==> config.mk <==
export PLATFORM = sky130hd
export DESIGN_NAME = arp_addr_gen
export DESIGN_NICKNAME = d
export VERILOG_FILES = /design/src/rtl/arp_pkg.sv /design/src/rtl/arp_ctrl.sv /design/src/rtl/arp_step_acc.sv /design/src/rtl/arp_offset_sel.sv /design/src/rtl/arp_addr_gen.sv
export SDC_FILE = /design/constraint.sdc
export NUM_CORES = 1
export LEC_CHECK = 0
export BUFFER_PORTS_ARGS = -buffer_cell sky130_fd_sc_hd__clkbuf_2
export CAP_MARGIN = 20
export CORE_UTILIZATION = 70
export DETAILED_ROUTE_END_ITERATION = 8
export PLACE_DENSITY = 0.88
export REMOVE_ABC_BUFFERS = 1
export SLEW_MARGIN = 5
export SYNTH_ARGS = -nofsm -noshare
export SYNTH_HDL_FRONTEND = slang
export SYNTH_SLANG_ARGS = --single-unit
==> constraint.sdc <==
create_clock -name clk -period 18.5 [get_ports clk]
set_input_delay 0.925 -clock clk [delete_from_list [all_inputs] [get_ports clk]]
set_output_delay 0.925 -clock clk [all_outputs]
set_load 0.03 [all_outputs]
==> src/rtl/arp_pkg.sv <==
package arp_pkg;
  localparam int unsigned LOG_K_MAX = 9;
  localparam int unsigned PER_MAX   = 16;

  typedef logic [LOG_K_MAX-1:0] addr_t;
  typedef enum logic [1:0] {FR_128 = 2'd0, FR_256 = 2'd1, FR_512 = 2'd2, FR_RSV = 2'd3} frame_sel_e;

  function automatic int unsigned frame_len(frame_sel_e s);
    case (s)
      FR_128:  return 128;
      FR_256:  return 256;
      FR_512:  return 512;
      default: return 1;
    endcase
  endfunction

  function automatic int unsigned stride(frame_sel_e s);
    case (s)
      FR_128:  return 49;
      FR_256:  return 79;
      FR_512:  return 61;
      default: return 1;
    endcase
  endfunction

  function automatic int unsigned period(frame_sel_e s);
    return (s == FR_128) ? 4 : 16;
  endfunction

  function automatic int unsigned offset(frame_sel_e s, int unsigned r);
    int unsigned v;
    v = 0;
    if (s == FR_128) begin
      case (r & 3)
        0: v = 3;   1: v = 113; 2: v = 111; default: v = 93;
      endcase
    end else if (s == FR_256) begin
      case (r & 15)
        0: v = 8;    1: v = 16;   2: v = 39;   3: v = 170;
        4: v = 74;   5: v = 87;   6: v = 122;  7: v = 26;
        8: v = 168;  9: v = 165;  10: v = 24;  11: v = 88;
        12: v = 245; 13: v = 216; 14: v = 232; default: v = 192;
      endcase
    end else if (s == FR_512) begin
      case (r & 15)
        0: v = 8;    1: v = 50;   2: v = 107;  3: v = 192;
        4: v = 258;  5: v = 289;  6: v = 454;  7: v = 360;
        8: v = 376;  9: v = 7;    10: v = 316; 11: v = 494;
        12: v = 173; 13: v = 434; 14: v = 292; default: v = 398;
      endcase
    end
    return v;
  endfunction

  // Inverse of the odd stride modulo 2^32 by Newton steps; truncate to K bits later.
  function automatic int unsigned stride_inv(frame_sel_e s);
    int unsigned p;
    int unsigned x;
    p = stride(s);
    x = p;
    for (int n = 0; n < 5; n++) x = x * (32'd2 - p * x);
    return x & (frame_len(s) - 1);
  endfunction

  // Residue class r whose forward addresses fall in residue jr of the period.
  function automatic int unsigned inv_residue(frame_sel_e s, int unsigned jr);
    int unsigned res;
    int unsigned pm;
    res = 0;
    pm  = period(s) - 1;
    for (int unsigned r = 0; r < PER_MAX; r++)
      if (r <= pm && (((stride(s) * r + offset(s, r)) & pm) == (jr & pm))) res = r;
    return res;
  endfunction

  // Constant added in reverse mode: minus stride_inv * offset, modulo K.
  function automatic int unsigned inv_offset(frame_sel_e s, int unsigned r);
    int unsigned m;
    m = frame_len(s) - 1;
    return (frame_len(s) - ((stride_inv(s) * offset(s, r)) & m)) & m;
  endfunction

  // Direct product form of the forward map, for checking.
  function automatic int unsigned fwd_addr(frame_sel_e s, int unsigned i);
    return (stride(s) * i + offset(s, i & (period(s) - 1))) & (frame_len(s) - 1);
  endfunction
endpackage

==> src/rtl/arp_ctrl.sv <==
module arp_ctrl
  import arp_pkg::*;
(
  input  logic       clk,
  input  logic       rst_n,
  input  logic       start_i,
  input  logic [1:0] sel_i,
  input  logic       inv_i,
  output logic       launch_o,
  output logic       busy_o,
  output logic       end_o,
  output addr_t      idx_o,
  output addr_t      mask_o,
  output frame_sel_e sel_q_o,
  output logic       inv_q_o
);
  logic       busy_q;
  addr_t      idx_q;
  frame_sel_e sel_q;
  logic       inv_q;

  assign mask_o   = addr_t'(frame_len(sel_q) - 1);
  assign launch_o = start_i && !busy_q && (frame_sel_e'(sel_i) != FR_RSV);
  assign end_o    = busy_q && (idx_q == mask_o);

  always_ff @(posedge clk) begin
    if (!rst_n) begin
      busy_q <= 1'b0;
      idx_q  <= '0;
      sel_q  <= FR_128;
      inv_q  <= 1'b0;
    end else if (launch_o) begin
      busy_q <= 1'b1;
      idx_q  <= '0;
      sel_q  <= frame_sel_e'(sel_i);
      inv_q  <= inv_i;
    end else if (busy_q) begin
      if (end_o) busy_q <= 1'b0;
      idx_q <= idx_q + addr_t'(1);
    end
  end

  assign busy_o  = busy_q;
  assign idx_o   = idx_q;
  assign sel_q_o = sel_q;
  assign inv_q_o = inv_q;
endmodule

==> src/rtl/arp_step_acc.sv <==
module arp_step_acc
  import arp_pkg::*;
(
  input  logic  clk,
  input  logic  rst_n,
  input  logic  clear_i,
  input  logic  adv_i,
  input  addr_t step_i,
  input  addr_t mask_i,
  output addr_t acc_o
);
  addr_t acc_q;

  always_ff @(posedge clk) begin
    if (!rst_n)       acc_q <= '0;
    else if (clear_i) acc_q <= '0;
    else if (adv_i)   acc_q <= (acc_q + step_i) & mask_i;
  end

  assign acc_o = acc_q;
endmodule

==> src/rtl/arp_offset_sel.sv <==
module arp_offset_sel
  import arp_pkg::*;
(
  input  frame_sel_e sel_i,
  input  logic       inv_i,
  input  addr_t      idx_i,
  output addr_t      off_o
);
  int unsigned rc;

  always_comb begin
    rc = int'(idx_i) & (period(sel_i) - 1);
    if (inv_i) off_o = addr_t'(inv_offset(sel_i, inv_residue(sel_i, rc)));
    else       off_o = addr_t'(offset(sel_i, rc));
  end
endmodule

==> src/rtl/arp_addr_gen.sv <==
module arp_addr_gen
  import arp_pkg::*;
(
  input  logic       clk,
  input  logic       rst_n,
  input  logic       start,
  input  logic [1:0] size_sel,
  input  logic       inverse,
  output logic [8:0] addr_o,
  output logic       valid_o,
  output logic       last_o
);
  logic       launch;
  logic       frame_busy;
  logic       frame_end;
  addr_t      frame_idx;
  addr_t      fr_mask;
  frame_sel_e fr_sel;
  logic       fr_inv;
  addr_t      step;
  addr_t      acc;
  addr_t      off;

  arp_ctrl u_ctrl (
    .clk(clk), .rst_n(rst_n), .start_i(start), .sel_i(size_sel), .inv_i(inverse),
    .launch_o(launch), .busy_o(frame_busy), .end_o(frame_end), .idx_o(frame_idx),
    .mask_o(fr_mask), .sel_q_o(fr_sel), .inv_q_o(fr_inv)
  );

  assign step = fr_inv ? addr_t'(stride_inv(fr_sel)) : addr_t'(stride(fr_sel));

  arp_step_acc u_acc (
    .clk(clk), .rst_n(rst_n), .clear_i(launch), .adv_i(frame_busy),
    .step_i(step), .mask_i(fr_mask), .acc_o(acc)
  );

  arp_offset_sel u_off (
    .sel_i(fr_sel), .inv_i(fr_inv), .idx_i(frame_idx), .off_o(off)
  );

  assign addr_o  = (acc + off) & fr_mask;
  assign valid_o = frame_busy;
  assign last_o  = frame_end;
endmodule

; Word-level counts from Yosys, hierarchy flattened
; Memories as Yosys holds them, arrays and structs flattened.
; Cells that the tools add are included.
; W data, S select, Z words.
[classes]
reduce_logical = 23
mul = 32
mux = 95
order_cmp = 15
eq_ne = 23
bitwise = 24
addsub = 32
[op_table]
columns = cell, n
row1 = $mux W32, 51
row2 = $mul A32 B32 Y32, 19
row3 = $and A32 B32 Y32, 17
row4 = $add A32 B32 Y32, 15
row5 = $eq A32 B32 Y1, 15
row6 = $sub A2 B32 Y32 const A, 10
row7 = $le A4 B32 Y1 const A, 8
row8 = $mux W9, 15
row9 = $le A3 B32 Y1 const A, 4
row10 = $mul A32 B4 Y32 const B, 4
row11 = $le A2 B32 Y1 const A, 2
row12 = $logic_not A32 Y1, 2
row13 = $mul A32 B3 Y31 const B, 2
row14 = $mul A32 B3 Y32 const B, 2
row15 = $mul A32 B32 Y9, 2
row16 = $sub A32 B1 Y32 const B, 2
row17 = $pmux W7 S3, 3
row18 = $and A9 B9 Y9, 5
row19 = $mux W4, 9
row20 = $and A9 B32 Y32, 1
row21 = $le A1 B32 Y1 const A, 1
row22 = $mul A32 B2 Y30 const B, 1
row23 = $mul A32 B2 Y31 const B, 1
row24 = $mul A32 B2 Y32 const B, 1
row25 = 21 further kinds, 52
[word_totals]
output_inout_bits = 11
in_bits = 6
n_memories = 4
reg_bits = 22
romBits = 544
elab_cells = 253
[mem_list]
columns = name, words, width, rd, rd_ports_with_merged_regs, wr, line
row1 = (name not given), 16, 9, 1, 0, 0, arp_pkg.sv:45  ; case (r & 15)
row2 = (name not given), 16, 9, 1, 0, 0, arp_pkg.sv:45
row3 = (name not given), 16, 8, 1, 0, 0, arp_pkg.sv:38  ; case (r & 15)
row4 = (name not given), 16, 8, 1, 0, 0, arp_pkg.sv:38

; Depth between registers and ports, before layout
; Gate-level depths: netlist of run 1.
; An unclocked memory read counts as a cell.
[logic_depth]
depth_word = 37
mapped_depth = 40
mapped_depth_nobuf = 38

; Hierarchy
; A second synthesis of run 1 with hierarchy kept.
[unflattened]
cells_unflattened = 749
hier_area_um2 = 5788.1
[by_module_without_submodules]
columns = mod, area_per_inst_um2, instances, seq_area_each_um2, cells_each
row1 = arp_offset_sel, 3598.5, 1, 0.0, 496
row2 = arp_addr_gen, 755.7, 1, 0.0, 95
row3 = arp_ctrl, 718.2, 1, 260.2, 76
row4 = arp_step_acc, 715.7, 1, 180.2, 82

; Worst setup path before layout of run 1
; Ideal clock, no wire load.
[synth_timing]
kind = flip-flop to output port
start = register u_ctrl.sel_q[0], in the netlist u_ctrl.sel_q_o[0]
end = output port addr_o[8]
path_buffers = 2
required_ns = 17.575
path_stages_with_launch = 35
slack_ns = 9.316
arrival_time_ns = 8.259
path_cell_list = dfxtp_1 inv_1 ha_1 buf_6 buf_6 nor4b_1 nand2_1 o221a_2 o22ai_1 a21oi_1 o21ai_0 ha_1 o221ai_1 o21ai_0 o32a_1 o21bai_1 nand2_1 fa_1 fa_1 inv_1 ha_1 fa_1 inv_1 fa_1 inv_1 a21o_1 a21oi_1 xnor2_1 xnor2_1 xnor3_1 xnor3_2 xnor3_1 a221oi_1 o31ai_2 mux2i_1
[synth_between]
elab_chain_len = 37
elab_cells_between_ends = 213
classes_between = 25 x add/sub / 22 x mul / 15 x order compare / 19 x eq/ne / 90 x mux / 21 x bitwise / 17 x reduce/logical / 4 x memory
[synth_rtl]
columns = element, line
row1 = "start, declared", arp_ctrl.sv:19  ; frame_sel_e sel_q;
row2 = "start signal, assigned", arp_ctrl.sv:35  ; sel_q <= frame_sel_e'(sel_i);
row3 = "parallel branches: the longest is 36 deep, another holds $mul A32 B32 Y32", n/a
row4 = $and A9 B9 Y9 (*), arp_addr_gen.sv:41  ; assign addr_o = (acc + off) & fr_mask;
row5 = "end, declared", arp_addr_gen.sv:9  ; output logic [8:0] addr_o,
; Mark *: on every way between the ends. The select of a mux whose other input is x is not followed.

; Worst setup path after layout of run 1
; Same ends and word-level chain as after synthesis.

==> results of run 1 <==
[registers in the layout (all words and copies together), names as in the netlist]
name,count
u_ctrl.inv_q_o,1
u_ctrl.idx_o,9
u_ctrl.busy_o,1
u_acc.acc_o,9
u_ctrl.sel_q_o,2
[worst max-delay path by stage]
stage               slack [ps]        end  cells after the start              start
floorplan                 8610  addr_o[8]                     33  u_ctrl.sel_q_o[0]
global placement          8130  addr_o[8]                     35  u_ctrl.sel_q_o[0]
detailed placement        7870  addr_o[8]                     34  u_ctrl.sel_q_o[0]
CTS                       7530  addr_o[8]                     34  u_ctrl.sel_q_o[0]
global route              6860  addr_o[8]                     34  u_ctrl.sel_q_o[0]
finish                    7400  addr_o[8]                     34  u_ctrl.sel_q_o[0]
[power breakdown]
part,internal [mW],switching (mW),leakage [nW],total [mW]
clock network,0.0289,0.0154,0.0357,0.0443
registers,0.0490,0.00311,0.179,0.0521
logic,0.200,0.271,2.09,0.471
total,0.278,0.290,2.30,0.568
[cell families (layout without fill, tap and decap cells)]
kind of cell / Yosys count / after routing / share of synthesized area, %
buffers and inverters: 104 / 84 / 8.62
AND/OR/NAND/NOR: 250 / 250 / 23.5
flip-flops: 22 / 22 / 8.38
multiplexers: 12 / 12 / 2.33
XOR/XNOR: 59 / 59 / 10.6
adder cells (fa/ha/maj): 79 / 79 / 21.7
AO/OA/AOI/OAI: 192 / 192 / 24.8
[metal layers]
metal	up-vias	GRT usage, %
met3	49	6.16
li1	2478	-
met1	2428	47.3
met4	0	20.2
met2	280	65.2
met5	-	0
[layout make-up]
type	count	area (µm²)	area share [%]
tap	99	124	2.31
multi-input combinational	592	4360	81.5
clock inverter	1	30.0	0.561
timing repair buffer	25	148	2.76
inverter	55	206	3.86
clock buffer	3	41.3	0.772
sequential	22	440	8.23
[per-stage QoR]
| step | cell area (µm²) | utilization [%] |
|---|---|---|
| finish | 5350 | 73.8 |
| floorplan | 5010 | - |
| detailed placement | 5280 | 72.8 |
| global route | 5350 | 73.8 |
| CTS | 5350 | 73.8 |
| global placement | 5280 | 72.8 |
[worst max-delay path: cells and delay by family (launching register included)]
family                     cells  cell delay [ps]
adders and majority gates      8             3420
AOI/OAI and AO/OA             12             3050
and+or+nand+nor                5             1430
buffers and inverters          6             1080
DFF                            1              440
xor gates and xnor gates       2              290
muxes                          1              180
[cell usage in the layout (no fill, tap or decap), types with 11 or more instances in the layout]
cell	count
o21ai_0	37
nand2b_1	11
xnor2_1	38
clkbuf_2	16
xor2_1	18
nor2_1	73
nor3_1	14
nand2_1	62
a31oi_1	12
inv_1	53
nand3_1	16
fa_1	20
a21oi_1	49
ha_1	58
nor2b_1	21
dfxtp_1	22
==> report_table.html, run 1 <==
<table>
<tr><th>Metric</th><th>Value</th></tr>
<tr><th colspan="2">Global route</th></tr>
<tr><td>GRT Resource Usage Total</td><td>38.6%</td></tr>
<tr><td>Remaining global-route overflow</td><td>0</td></tr>
<tr><td>Number of antenna violations at the first check in global routing</td><td>0</td></tr>
<tr><td>First-pass GRT wire length</td><td>23600 µm</td></tr>
<tr><td>Pin count of the biggest net entering global routing</td><td>between 60 and 70</td></tr>
<tr><td>Vias in the first global route</td><td>just under 5000</td></tr>
<tr><th colspan="2">Finish</th></tr>
<tr><td>Number of fill cells</td><td>592</td></tr>
<tr><td>Diodes inserted</td><td>0</td></tr>
<tr><td>Layout cells sized above 1</td><td>approximately 6.9%</td></tr>
<tr><td>Nets</td><td>just under 800</td></tr>
<tr><td>Area growth from synthesis to layout</td><td>1.88%</td></tr>
<tr><td>Non-filler instance count after layout</td><td>~800</td></tr>
<tr><th colspan="2">STA</th></tr>
<tr><td>Setup repair after global routing missed its margin</td><td>no</td></tr>
<tr><td>Timing-limited maximum frequency</td><td>about 0.090 GHz</td></tr>
<tr><td>Worst-case setup margin in the final layout</td><td>roughly 7400 ps</td></tr>
<tr><td>Period utilization</td><td>between 50 and 60%</td></tr>
<tr><td>Fin Clk Skew</td><td>between 3 and 4 ps</td></tr>
<tr><td>Max-slew violations</td><td>0</td></tr>
<tr><td>Relative max-transition margin</td><td>between 20% and 30%</td></tr>
<tr><td>Final critical delay including setup and external delays</td><td>11100 ps</td></tr>
<tr><td>Setup TNS Final</td><td>0 ps</td></tr>
<tr><td>Worst hold slack</td><td>521 ps</td></tr>
<tr><td>Setup violations, final</td><td>0</td></tr>
<tr><td>Worst Tran Pin Value</td><td>1090 ps</td></tr>
<tr><td>Final count of hold timing violations</td><td>0</td></tr>
<tr><th colspan="2">Setup path</th></tr>
<tr><td>Maximum fanout along the worst path</td><td>66</td></tr>
<tr><td>Data arrival at the endpoint of the critical path</td><td>a little over 10000 ps</td></tr>
<tr><td>Critical path's slowest cell</td><td>nor2b_1</td></tr>
<tr><td>Setup slack, reg-to-reg</td><td>14770 ps</td></tr>
<tr><td>Worst r2r src</td><td>u_ctrl.sel_q_o[0]</td></tr>
<tr><td>Maximum single-stage delay on the critical path</td><td>between 600 and 700 ps</td></tr>
<tr><td>Capturing element type of the critical path</td><td>primary output</td></tr>
<tr><td>Req. time, crit path</td><td>roughly 18000 ps</td></tr>
<tr><td>Critical setup path kind</td><td>reg -&gt; out</td></tr>
<tr><td>R2r endpoint</td><td>u_acc.acc_o[8]</td></tr>
<tr><td>Number of cells on the worst reg-to-reg path</td><td>15</td></tr>
<tr><td>Type of origin of the critical path</td><td>flop</td></tr>
<tr><th colspan="2">Die</th></tr>
<tr><td>Die Footprint</td><td>about 7900 µm²</td></tr>
<tr><td>Number of rows in the core area</td><td>31</td></tr>
<tr><td>Vertical extent of the die</td><td>a little under 90 µm</td></tr>
<tr><td>Number of top-level pins</td><td>17</td></tr>
<tr><td>Core box area</td><td>slightly above 7000 µm²</td></tr>
<tr><td>Overall die width</td><td>88.6 µm</td></tr>
<tr><td>Effective utilization at floorplan</td><td>72.4%</td></tr>
<tr><th colspan="2">Route</th></tr>
<tr><td>Residual DRC</td><td>0</td></tr>
<tr><td>Drt total wl</td><td>14900 µm</td></tr>
<tr><td>Via-per-instance ratio</td><td>~6.6</td></tr>
<tr><td>Total iterations of the first detailed-routing run</td><td>5</td></tr>
<tr><td>Top layer in use</td><td>met4</td></tr>
<tr><td>Met2 routed WL</td><td>just over 7000 µm</td></tr>
<tr><td>Avg WL per Cell</td><td>18.7 µm</td></tr>
<tr><td>Total number of vias</td><td>5235</td></tr>
<tr><td>Initial DRC count</td><td>419</td></tr>
<tr><td>Residual antenna-violating net count after detailed routing</td><td>0</td></tr>
<tr><td>Length of routed wiring on met1</td><td>between 6000 and 7000 µm</td></tr>
<tr><td>Met3 wirelength from detailed routing</td><td>1240 µm</td></tr>
<tr><th colspan="2">Synthesis</th></tr>
<tr><td>Register area share after synthesis</td><td>between 8 and 9%</td></tr>
<tr><td>Cell taking the most area after synthesis</td><td>ha_1</td></tr>
<tr><td>Most frequent cells after synthesis</td><td>nor2_1 (73), nand2_1 (62), ha_1 (59), inv_1 (53), a21oi_1 (49)</td></tr>
<tr><td>Number of flops mapped to enable cells by yosys</td><td>0</td></tr>
<tr><td>Flip-flop and latch count after synthesis</td><td>22</td></tr>
<tr><td>Cell types with the largest area share after synthesis</td><td>ha_1 (14%), dfxtp_1 (8.4%), fa_1 (7.6%), xnor2_1 (6.3%), nor2_1 (5.2%)</td></tr>
<tr><td>Leading register cell type out of synthesis</td><td>dfxtp_1</td></tr>
<tr><td>Number of library cell types mapped by synthesis</td><td>82</td></tr>
<tr><td>Proportion of netlist area held by the largest area contributor</td><td>between 10% and 20%</td></tr>
<tr><td>Fraction of registers with async set or reset after synthesis</td><td>0%</td></tr>
<tr><td>Yosys warning total</td><td>0</td></tr>
<tr><td>Cell area after synthesis</td><td>5250 µm²</td></tr>
<tr><td>Gate count of the mapped netlist</td><td>718</td></tr>
<tr><td>Most frequent cell after synthesis</td><td>nor2_1</td></tr>
<tr><td>Mean area per synthesized cell</td><td>about 7.3 µm²</td></tr>
<tr><th colspan="2">Clocking</th></tr>
<tr><td>Quantity of gates resized following cts</td><td>0</td></tr>
<tr><td># hold bufs at CTS</td><td>0</td></tr>
<tr><td>CTS tree</td><td>built</td></tr>
<tr><td>Number of sinks on the clock net</td><td>22</td></tr>
<tr><td>Setup Fix Bufs, Post-CTS</td><td>0</td></tr>
<tr><td>CTS Root Cell</td><td>clkbuf_8</td></tr>
<tr><td># H-tree levels</td><td>1</td></tr>
<tr><td>Register clock-pin slew on the reported worst setup and hold paths</td><td>around 80 ps</td></tr>
<tr><td>Worst skew pair latency</td><td>260 ps</td></tr>
<tr><td>Max Root-Sink Buffers</td><td>2</td></tr>
<tr><td>Number of CTS-inserted buffers</td><td>3</td></tr>
<tr><th colspan="2">Job</th></tr>
<tr><td># Max-Cap Violations</td><td>0</td></tr>
<tr><th colspan="2">Power and ir drop</th></tr>
<tr><td>Post-route total power</td><td>roughly 0.57 mW</td></tr>
<tr><td>Static power due to leakage</td><td>2.30 nW</td></tr>
<tr><td>Power density cells</td><td>106 nW/µm²</td></tr>
<tr><td>Worst vdd rail ir drop</td><td>approximately 0.000076 V</td></tr>
<tr><th colspan="2">Hold path</th></tr>
<tr><td>Number of stages on the worst hold path</td><td>2</td></tr>
<tr><td>Startpoint of the most critical hold path</td><td>u_acc.acc_o[7]</td></tr>
<tr><td>Hold/Removal Path Class</td><td>reg -&gt; reg</td></tr>
<tr><td>Hold Path End</td><td>u_acc.acc_o[7]</td></tr>
<tr><th colspan="2">Status</th></tr>
<tr><td>Result of the run</td><td>finished clean</td></tr>
<tr><th colspan="2">Place</th></tr>
<tr><td>Estimated wirelength of the detail-placed design</td><td>between 10000 and 15000 µm</td></tr>
<tr><td>Pre-CTS worst setup slack</td><td>just under 8000 ps</td></tr>
<tr><td>Routability congestion estimate from global placement</td><td>0.927</td></tr>
<tr><td>Port Buffer Count</td><td>16</td></tr>
<tr><td>Post-placement cell count</td><td>approximately 790</td></tr>
</table>
(Power assumes the default switching activity.)
==> run 2, diff against run 1 <==
- CORE_UTILIZATION: 70 -> 59
- PLACE_DENSITY: 0.88 -> 0.79
- clock period: 18.5 -> 10.05 ns (I/O delays scaled with it)
==> run 2 against run 1 <==
  * Clock skew barely moved
  * Power grew 85%
  * First-iteration DRC count increased by 23%
  * Cell count up 2.4%
  * Largest power group unchanged
  * Critical path depth rose by 3
  * Non-clock buffer count rose by 10
  * Flip-flop and latch count stayed put
  * Via count is 1.9% higher
  * Cell area up 3.2%
==> report_table.html, run 2 (synthesis gave the netlist of run 1 again) <==
<table>
<tr><th>Metric</th><th>Value</th></tr>
<tr><th colspan="2">Status</th></tr>
<tr><td>Result of the run</td><td>finished clean</td></tr>
<tr><th colspan="2">Route</th></tr>
<tr><td>Total iterations of the first detailed-routing run</td><td>5</td></tr>
<tr><td>Total number of vias</td><td>roughly 5300</td></tr>
<tr><td>Initial DRC count</td><td>515</td></tr>
<tr><td>Via-per-instance ratio</td><td>between 6 and 7</td></tr>
<tr><td>Residual antenna-violating net count after detailed routing</td><td>0</td></tr>
<tr><td>Residual DRC</td><td>0</td></tr>
<tr><td>Drt total wl</td><td>14700 µm</td></tr>
<tr><td>Avg WL per Cell</td><td>between 15 and 20 µm</td></tr>
<tr><th colspan="2">Setup path</th></tr>
<tr><td>Req. time, crit path</td><td>approximately 9600 ps</td></tr>
<tr><td>Maximum fanout along the worst path</td><td>6</td></tr>
<tr><td>Maximum single-stage delay on the critical path</td><td>550 ps</td></tr>
<tr><td>Data arrival at the endpoint of the critical path</td><td>9100 ps</td></tr>
<tr><td>Critical path's slowest cell</td><td>fa_1</td></tr>
<tr><td>Capturing element type of the critical path</td><td>primary output</td></tr>
<tr><td>Type of origin of the critical path</td><td>flop</td></tr>
<tr><td>Critical setup path kind</td><td>reg -&gt; out</td></tr>
<tr><td>Cell seen most often among critical-path stages</td><td>inv_1</td></tr>
<tr><th colspan="2">Global route</th></tr>
<tr><td>First-pass GRT wire length</td><td>~24000 µm</td></tr>
<tr><td>GRT Resource Usage Total</td><td>approximately 33%</td></tr>
<tr><td>Number of antenna violations at the first check in global routing</td><td>0</td></tr>
<tr><td>Remaining global-route overflow</td><td>0</td></tr>
<tr><td>Vias in the first global route</td><td>roughly 5000</td></tr>
<tr><td>Pin count of the biggest net entering global routing</td><td>37</td></tr>
<tr><th colspan="2">Finish</th></tr>
<tr><td>Nets</td><td>about 790</td></tr>
<tr><td>Layout cells sized above 1</td><td>10.2%</td></tr>
<tr><td>Most common cell after layout, fill and taps aside</td><td>nor2_1</td></tr>
<tr><td>Final instance area</td><td>5520 µm²</td></tr>
<tr><td>Area growth from synthesis to layout</td><td>5.12%</td></tr>
<tr><td>Core occupancy in the finished layout</td><td>63.6%</td></tr>
<tr><td>Commonest non-fill, non-tap cells in the layout</td><td>nor2_1 (73), nand2_1 (62), ha_1 (55)</td></tr>
<tr><td>Diodes inserted</td><td>0</td></tr>
<tr><th colspan="2">Place</th></tr>
<tr><td>Placed Instance Area</td><td>5340 µm²</td></tr>
<tr><td>Estimated wirelength of the detail-placed design</td><td>10900 µm</td></tr>
<tr><td>Routability congestion estimate from global placement</td><td>approximately 0.95</td></tr>
<tr><td>Port Buffer Count</td><td>16</td></tr>
<tr><th colspan="2">Die</th></tr>
<tr><td>Die Footprint</td><td>about 9300 µm²</td></tr>
<tr><td>Overall die width</td><td>96.4 µm</td></tr>
<tr><td>Number of top-level pins</td><td>17</td></tr>
<tr><td>Effective utilization at floorplan</td><td>approximately 61%</td></tr>
<tr><td>Number of rows in the core area</td><td>34</td></tr>
<tr><td>Vertical extent of the die</td><td>96.4 µm</td></tr>
<tr><td>Core box area</td><td>just under 9000 µm²</td></tr>
<tr><th colspan="2">Power and ir drop</th></tr>
<tr><td>Post-route total power</td><td>approximately 1.1 mW</td></tr>
<tr><td>Worst vdd rail ir drop</td><td>0.000143 V</td></tr>
<tr><td>Power density cells</td><td>~190 nW/µm²</td></tr>
<tr><td>Static power due to leakage</td><td>2.35 nW</td></tr>
<tr><th colspan="2">STA</th></tr>
<tr><td>Setup TNS Final</td><td>0 ps</td></tr>
<tr><td>Setup violations, final</td><td>0</td></tr>
<tr><td>Period utilization</td><td>a little over nine tenths</td></tr>
<tr><td>Max-slew violations</td><td>0</td></tr>
<tr><td>Setup repair after global routing missed its margin</td><td>no</td></tr>
<tr><td>Relative max-transition margin</td><td>about a third</td></tr>
<tr><td>Worst hold slack</td><td>~500 ps</td></tr>
<tr><td>Final count of hold timing violations</td><td>0</td></tr>
<tr><td>Timing-limited maximum frequency</td><td>0.104 GHz</td></tr>
<tr><td>Fin Clk Skew</td><td>3.49 ps</td></tr>
<tr><td>Final critical delay including setup and external delays</td><td>9600 ps</td></tr>
<tr><td>Worst Tran Pin Value</td><td>966 ps</td></tr>
<tr><th colspan="2">Clocking</th></tr>
<tr><td># H-tree levels</td><td>1</td></tr>
<tr><td>Number of sinks on the clock net</td><td>22</td></tr>
<tr><td>Number of CTS-inserted buffers</td><td>3</td></tr>
<tr><td>Register clock-pin slew on the reported worst setup and hold paths</td><td>~80 ps</td></tr>
<tr><td>Max Root-Sink Buffers</td><td>2</td></tr>
<tr><td>CTS tree</td><td>built</td></tr>
<tr><td>Worst skew pair latency</td><td>260 ps</td></tr>
<tr><td>CTS Root Cell</td><td>clkbuf_8</td></tr>
<tr><th colspan="2">Job</th></tr>
<tr><td># Max-Cap Violations</td><td>0</td></tr>
<tr><th colspan="2">Hold path</th></tr>
<tr><td>Hold/Removal Path Class</td><td>in -&gt; reg</td></tr>
</table>
[run 2: changes by cell type in the layout (fill, tap and decap cells not counted), sizes merged]
cell | previous run | this run
buf | 9 | 19
clkinvlp | 0 | 1
inv | 55 | 54
[run 2: per-layer routing]
layer	track usage (%)	vias up	share of wire, %
li1	-	2496	-
met1	41.6	2511	41
met2	55.6	285	49
met3	3.95	42	8.0
met4	12.9	0	2.4
met5	0	-	0
[run 2: worst paths after layout]
path,from,endpoint,slack (ps),cells after the start
setup / recovery,u_ctrl.sel_q_o[1],addr_o[8],450,37
hold / removal,rst_n,u_ctrl.busy_o,510,3
setup reg to reg,u_ctrl.sel_q_o[1],u_acc.acc_o[8],6410,16
hold reg to reg,u_acc.acc_o[7],u_acc.acc_o[7],510,2
[run 2: timing repair]
| action | 4_1_cts | 5_1_grt |
|---|---|---|
| setup buffers | 0 | 4 |
| hold buffers | 0 | 0 |
| gates resized for setup | 3 | 15 |
| pin swaps | 0 | 1 |
| setup endpoints to repair | 1 | 2 |
[run 2: critical path: cells and delay by family, from the launching register on]
kind,cells,cell delay (ps)
AO/OA/AOI/OAI,13,2380
AND/OR/NAND/NOR,3,480
XOR/XNOR,6,1380
buffers and inverters,6,830
adder cells (fa/ha/maj),8,3170
multiplexers,1,260
flip-flops,1,370
[run 2: per-stage QoR]
step | cells | worst slack (ps)
detailed placement | 808 | 379
CTS | 812 | 105
global placement | 808 | 534
floorplan | 669 | 582
global route | 816 | 16.2
finish | 816 | 445
[run 2: power by group]
part / switching (mW) / internal [mW] / total, mW
combinational: 0.492 / 0.378 / 0.870
clock: 0.0295 / 0.0532 / 0.0827
sequential: 0.00783 / 0.0902 / 0.0981
[run 2: cell type report]
class	instances	area, µm²
clock buffer	3	41.3
clock inverter	1	30.0
fill	760	3160
inverter	55	210
multi-input combinational	592	4440
sequential	22	442
tap	108	135
timing repair buffer	35	223
